File: config.mk
export PLATFORM = sky130hd
export DESIGN_NAME = flash_status_gen
export DESIGN_NICKNAME = d
export VERILOG_FILES = /design/src/rtl/fsg_pkg.sv /design/src/rtl/fsg_sector_match.sv /design/src/rtl/fsg_pulse_timer.sv /design/src/rtl/flash_status_gen.sv
export SDC_FILE = /design/constraint.sdc
export NUM_CORES = 1
export LEC_CHECK = 0
export ABC_CLOCK_PERIOD_IN_PS = 1700
export CELL_PAD_IN_SITES_DETAIL_PLACEMENT = 1
export CELL_PAD_IN_SITES_GLOBAL_PLACEMENT = 1
export CORE_ASPECT_RATIO = 1.25
export CORE_MARGIN = 1.5
export CORE_UTILIZATION = 28
export CTS_BUF_LIST = sky130_fd_sc_hd__clkbuf_8
export CTS_CLUSTER_SIZE = 8
export DETAILED_ROUTE_END_ITERATION = 8
export PLACE_DENSITY = 0.85
export SLEW_MARGIN = 20
export SYNTH_ARGS = -nofsm -noshare
export SYNTH_HDL_FRONTEND = slang
export SYNTH_HIERARCHICAL = 1
export SYNTH_SLANG_ARGS = --single-unit
File: constraint.sdc
create_clock -name clk -period 1.7 [get_ports clk]
set_input_delay 0.255 -clock clk [delete_from_list [all_inputs] [get_ports clk]]
set_output_delay 0.255 -clock clk [all_outputs]
set_load 0.005 [all_outputs]
File: src/rtl/fsg_pkg.sv
package fsg_pkg;
    typedef enum logic [1:0] {
        MODE_IDLE  = 2'd0,
        MODE_PROG  = 2'd1,
        MODE_ERASE = 2'd2,
        MODE_SUSP  = 2'd3
    } op_mode_e;

    localparam int STAT_TGL_OP   = 6;
    localparam int STAT_FAIL     = 5;
    localparam int STAT_TGL_SECT = 2;
endpackage

File: src/rtl/fsg_sector_match.sv
module fsg_sector_match #(
    parameter int ADDR_W      = 12,
    parameter int NUM_SECTORS = 8,
    parameter int SECT_LSB    = 9
) (
    input  logic [ADDR_W-1:0]      addr_i,
    input  logic [NUM_SECTORS-1:0] sel_i,
    output logic                   hit_o
);
    logic [ADDR_W-1:0]      sect_idx;
    logic [NUM_SECTORS-1:0] hit_vec;

    assign sect_idx = addr_i >> SECT_LSB;

    for (genvar i = 0; i < NUM_SECTORS; i++) begin : g_sect
        assign hit_vec[i] = (sect_idx == ADDR_W'(i)) && sel_i[i];
    end

    assign hit_o = |hit_vec;
endmodule

File: src/rtl/fsg_pulse_timer.sv
module fsg_pulse_timer #(
    parameter int PULSE_LIMIT = 16
) (
    input  logic clk,
    input  logic rst_n,
    input  logic run_i,
    input  logic restart_i,
    input  logic clear_i,
    output logic fail_o
);
    localparam int CNT_W = $clog2(PULSE_LIMIT + 1);

    typedef struct packed {
        logic [CNT_W-1:0] cnt;
        logic             fail;
    } tmr_t;

    tmr_t st_d, st_q;

    always_comb begin
        st_d = st_q;
        if (clear_i) begin
            st_d.cnt  = '0;
            st_d.fail = 1'b0;
        end else if (restart_i) begin
            st_d.cnt = '0;
        end else if (run_i && !st_q.fail) begin
            if (st_q.cnt == CNT_W'(PULSE_LIMIT - 1)) begin
                st_d.fail = 1'b1;
            end else begin
                st_d.cnt = st_q.cnt + 1'b1;
            end
        end
    end

    always_ff @(posedge clk or negedge rst_n) begin
        if (!rst_n) begin
            st_q <= '0;
        end else begin
            st_q <= st_d;
        end
    end

    assign fail_o = st_q.fail;
endmodule

File: src/rtl/flash_status_gen.sv
module flash_status_gen
    import fsg_pkg::*;
#(
    parameter int ADDR_W      = 12,
    parameter int NUM_SECTORS = 8,
    parameter int SECT_LSB    = 9,
    parameter int DATA_W      = 8,
    parameter int PULSE_LIMIT = 16
) (
    input  logic                   clk,
    input  logic                   rst_n,
    input  logic [1:0]             mode_i,
    input  logic                   cmd_done_i,
    input  logic                   rd_strobe_i,
    input  logic [ADDR_W-1:0]      rd_addr_i,
    input  logic [NUM_SECTORS-1:0] erase_sel_i,
    input  logic                   reset_cmd_i,
    input  logic                   susp_prog_i,
    input  logic [DATA_W-1:0]      array_data_i,
    output logic [DATA_W-1:0]      dout_o,
    output logic                   ready_o,
    output logic                   back_susp_o
);
    typedef struct packed {
        logic              tgl_op;
        logic              tgl_sect;
        logic              armed;
        logic              back_susp;
        logic [DATA_W-1:0] dout;
    } state_t;

    state_t   st_d, st_q;
    op_mode_e mode;
    logic     active;
    logic     erase_ctx;
    logic     sect_hit;
    logic     fail_w;
    logic     show_stat;

    assign mode      = op_mode_e'(mode_i);
    assign active    = (mode == MODE_PROG) || (mode == MODE_ERASE);
    assign erase_ctx = (mode == MODE_ERASE) || (mode == MODE_SUSP);

    fsg_sector_match #(
        .ADDR_W     (ADDR_W),
        .NUM_SECTORS(NUM_SECTORS),
        .SECT_LSB   (SECT_LSB)
    ) u_match (
        .addr_i(rd_addr_i),
        .sel_i (erase_sel_i),
        .hit_o (sect_hit)
    );

    fsg_pulse_timer #(
        .PULSE_LIMIT(PULSE_LIMIT)
    ) u_timer (
        .clk      (clk),
        .rst_n    (rst_n),
        .run_i    (st_q.armed && active),
        .restart_i(cmd_done_i && !reset_cmd_i),
        .clear_i  (reset_cmd_i),
        .fail_o   (fail_w)
    );

    assign show_stat = st_q.armed && ((mode != MODE_IDLE) || fail_w);

    always_comb begin
        st_d = st_q;

        if (reset_cmd_i) begin
            st_d.armed = 1'b0;
        end else if (cmd_done_i) begin
            st_d.armed = 1'b1;
        end else if ((mode == MODE_IDLE) && !fail_w) begin
            st_d.armed = 1'b0;
        end

        if (reset_cmd_i) begin
            st_d.back_susp = susp_prog_i;
        end else if (cmd_done_i) begin
            st_d.back_susp = 1'b0;
        end

        if (rd_strobe_i) begin
            if (show_stat) begin
                if (active || fail_w) begin
                    st_d.tgl_op = !st_q.tgl_op;
                end
                if (erase_ctx && sect_hit) begin
                    st_d.tgl_sect = !st_q.tgl_sect;
                end
                st_d.dout                = '0;
                st_d.dout[STAT_TGL_OP]   = st_d.tgl_op;
                st_d.dout[STAT_FAIL]     = fail_w;
                st_d.dout[STAT_TGL_SECT] = st_d.tgl_sect;
            end else begin
                st_d.dout = array_data_i;
            end
        end
    end

    always_ff @(posedge clk or negedge rst_n) begin
        if (!rst_n) begin
            st_q <= '0;
        end else begin
            st_q <= st_d;
        end
    end

    assign dout_o      = st_q.dout;
    assign back_susp_o = st_q.back_susp;
    assign ready_o     = !(active || fail_w);
endmodule

==> flow_summary.toml <==
[worst_setup_path]
worstReg2RegStart = "u_timer/st_q[1]$_DFFE_PN0P_"
cp-end-kind = "register"
crit_required_ns = 1.88
r2r-end = "u_timer/st_q[4]$_DFFE_PN0P_"
rr_worst_depth = 6
critPathLaunchType = "register"
path_class = "reg -> reg"
worstPathArrival_ns = 1.99
reg2reg_setup_slack_ns = -0.10
crit_fanout = 2

[placement]
dp_hpwl_mm = 2.077
place_ws_ns = -0.4617
port_buffers = 36
place_congestion = 0.7432

[clock_tree]
cts_buffers = 3
clock_sinks = 18
clk_pin_slew_ns = 0.07
ctsHoldBuffers = 0
h-tree-depth = 1
insertion_delay_ns = 0.25
cts_tree = "yes"
post-cts-setup-buffers = 0
clockRootBuffer = "clkbuf_8"
clk_path_buf_depth = 2

[grt]
grt_usage_pct = 14.49
grt_pass1_wl_mm = 4.588
grt_pass1_vias = 1029
grt_antenna_before_repair = 0
grt_overflow_total = 0
grt_max_degree = 19

[timing]
slew_violations = 0
whs_ns = 0.3321
rsz0062_at_grt = "yes"
worst_pin_slew_ns = 0.2971
relSlewSlack_pct = 80.19
fin_ws_ns = -0.1032
fin_setup_tns_ns = -0.1032
fmax_ghz = 0.5546
finClkSkew_ns = 0.001321
finalHoldViolCount = 0
setup_viol = 1
fin_crit_sh_pct = 106.1
min_period_ns = 1.803

[synth]
synth_cells = 104
ys_seq_elements = 18
synthFlopType = "dfrtp_1"
synth-edff-count = 0
avgSynthCellArea_um2 = 9.877
synth_nets = 145
ys_seq_area_share_pct = 43.85
async_flop_share_pct = 100.0
synth_cell_types = 30
syn_area_um2 = 1027
ys_warn_count = 6

[route]
viasPerCell = 4.769
vias = 887
drt_iter0_drc = 19
ant_nets = 0
drt-pass1-iter-count = 2
avgRoutedWirePerCell_um = 14.48
drc = 0
drt_wl_total_mm = 2.693

[pwr]
vdd_ir_drop_max_mv = 0.5348
finalPower_mw = 1.183
power.density_nw_per_um2 = 760.0
cellLeakagePower_nw = 0.6732

[run_status]
violations = "setup timing"
status = "finished, violations left"

[cells_and_area]
final_nets = 189
area_growth_pct = 51.52
drive_gt1_share_pct = 24.49
antenna-diode-count = 0

[floorplanning]
num_rows = 24
die_w_um = 57.18
core_area_um2 = 3513
initial_core_util_pct = 29.24
die_y_um = 70.72
die_area_um2 = 4043
ioPinCount = 46

[run]
cap_violations = 0

[worst_hold_path]
hold_class = "in -> async"
critical path, cell delays in order, from the launching register on:
cell	delay, ns
dfrtp_1	0.39
ha_2	0.20
and3_4	0.17
ha_4	0.16
or3b_4	0.36
or3_1	0.32
a21oi_1	0.12
where the power goes:
group | internal [mW] | total, mW | switching (mW) | leakage [nW]
registers | 0.481 | 0.520 | 0.0393 | 0.230
logic | 0.196 | 0.310 | 0.114 | 0.415
clock network | 0.206 | 0.353 | 0.147 | 0.0288
logic make-up (layout without fill, tap and decap cells):
family / count (synthesis) / in the layout / synth area share (%)
AO/OA/AOI/OAI: 20 / 20 / 12.55
XOR/XNOR: 6 / 6 / 5.116
adder cells (fa/ha/maj): 5 / 5 / 6.090
buffers and inverters: 22 / 65 / 11.21
flip-flops: 18 / 18 / 43.85
multiplexers: 3 / 3 / 6.212
AND/OR/NAND/NOR: 30 / 30 / 14.98
final cells by class:
type / count / area [um2]
fill: 411 / 1957
multi-input combinational: 64 / 504.2
timing repair buffer: 49 / 452.9
sequential: 18 / 450.4
clock buffer: 4 / 55.05
tap: 39 / 48.80
inverter: 12 / 45.04
layer usage:
layer	up-vias	global-route usage (%)	wire, um
met4	0	5.426	27
met5	-	0	0
met1	438	14.61	1037
met2	19	29.12	1552
met3	2	1.828	77
li1	428	-	-
what timing repair did:
| action | CTS | global route |
|---|---|---|
| setup endpoints to repair | 8 | 4 |
| hold endpoints to repair | 0 | 0 |
| gates resized for setup | 10 | 5 |
| pin swaps | 4 | 2 |
how the worst max path moves through the flow:
stage / start / endpoint / slack [ns]
finish: u_timer/st_q[1]$_DFFE_PN0P_ / u_timer/st_q[4]$_DFFE_PN0P_ / -0.10
global placement: mode_i[0] / u_timer/st_q[4]$_DFFE_PN0P_ / -0.40
detailed placement: mode_i[0] / u_timer/st_q[4]$_DFFE_PN0P_ / -0.46
CTS: u_timer/st_q[1]$_DFFE_PN0P_ / u_timer/st_q[4]$_DFFE_PN0P_ / -0.12
global route: u_timer/st_q[2]$_DFFE_PN0P_ / u_timer/st_q[4]$_DFFE_PN0P_ / -0.15
floorplan: u_timer/st_q[1]$_DFFE_PN0P_ / u_timer/st_q[4]$_DFFE_PN0P_ / -0.05
Yosys cell counts, types with 2 or more instances:
library cell  count  share of area, %
nand3_1           6               2.9
nor2_1            9               3.3
buf_4             8               5.8
dfrtp_1          18                44
ha_1              5               6.1
a21oi_1           3               1.5
nand2_1           6               2.2
mux4_1            2               5.1
xnor2_1           6               5.1
inv_1            12               4.4
buf_2             2              0.97
o21ai_0           4               1.9
a31oi_1           3               1.8
o21ai_1           4               1.9
per-stage QoR:
step                util (%)  cells  instance area, um2
floorplan                  -    104                1047
global placement       42.24    182                1484
detailed placement     42.24    182                1484
CTS                    44.05    186                1548
global route           44.30    186                1556
finish                 44.30    186                1556
sequential cells by signal (all words and copies together), names as in the netlist:
name,flops
u_timer/st_q,5
st_q,3
u_timer/fail_o,1
back_susp_o,1
dout_o,8
layout by cell type (no fill, tap or decap):
cell type        instances
ha_2                     1
or3_1                    1
dlygate4sd2_1            4
o21ai_1                  4
ha_1                     2
mux2_4                   1
ha_4                     2
mux4_2                   2
clkdlybuf4s50_1         32
nor2_2                   1
and4bb_2                 1
o21ai_2                  2
xnor2_1                  6
clkbuf_8                 4
nand3b_1                 1
or3b_4                   1
a211oi_1                 1
inv_1                   10
and2_1                   1
o21a_2                   1
nor2_1                   9
buf_4                   13
nor3b_2                  1
o21ai_0                  3
nand2_1                  5
o22ai_1                  1
o2111ai_2                1
dfrtp_1                 18
inv_2                    2
a21oi_1                  3
nand2_2                  1
or2_2                    1
a22o_1                   1
nand3_1                  6
a31oi_1                  3
and3_4                   1
No activity file was read; power rests on OpenSTA's default activity.
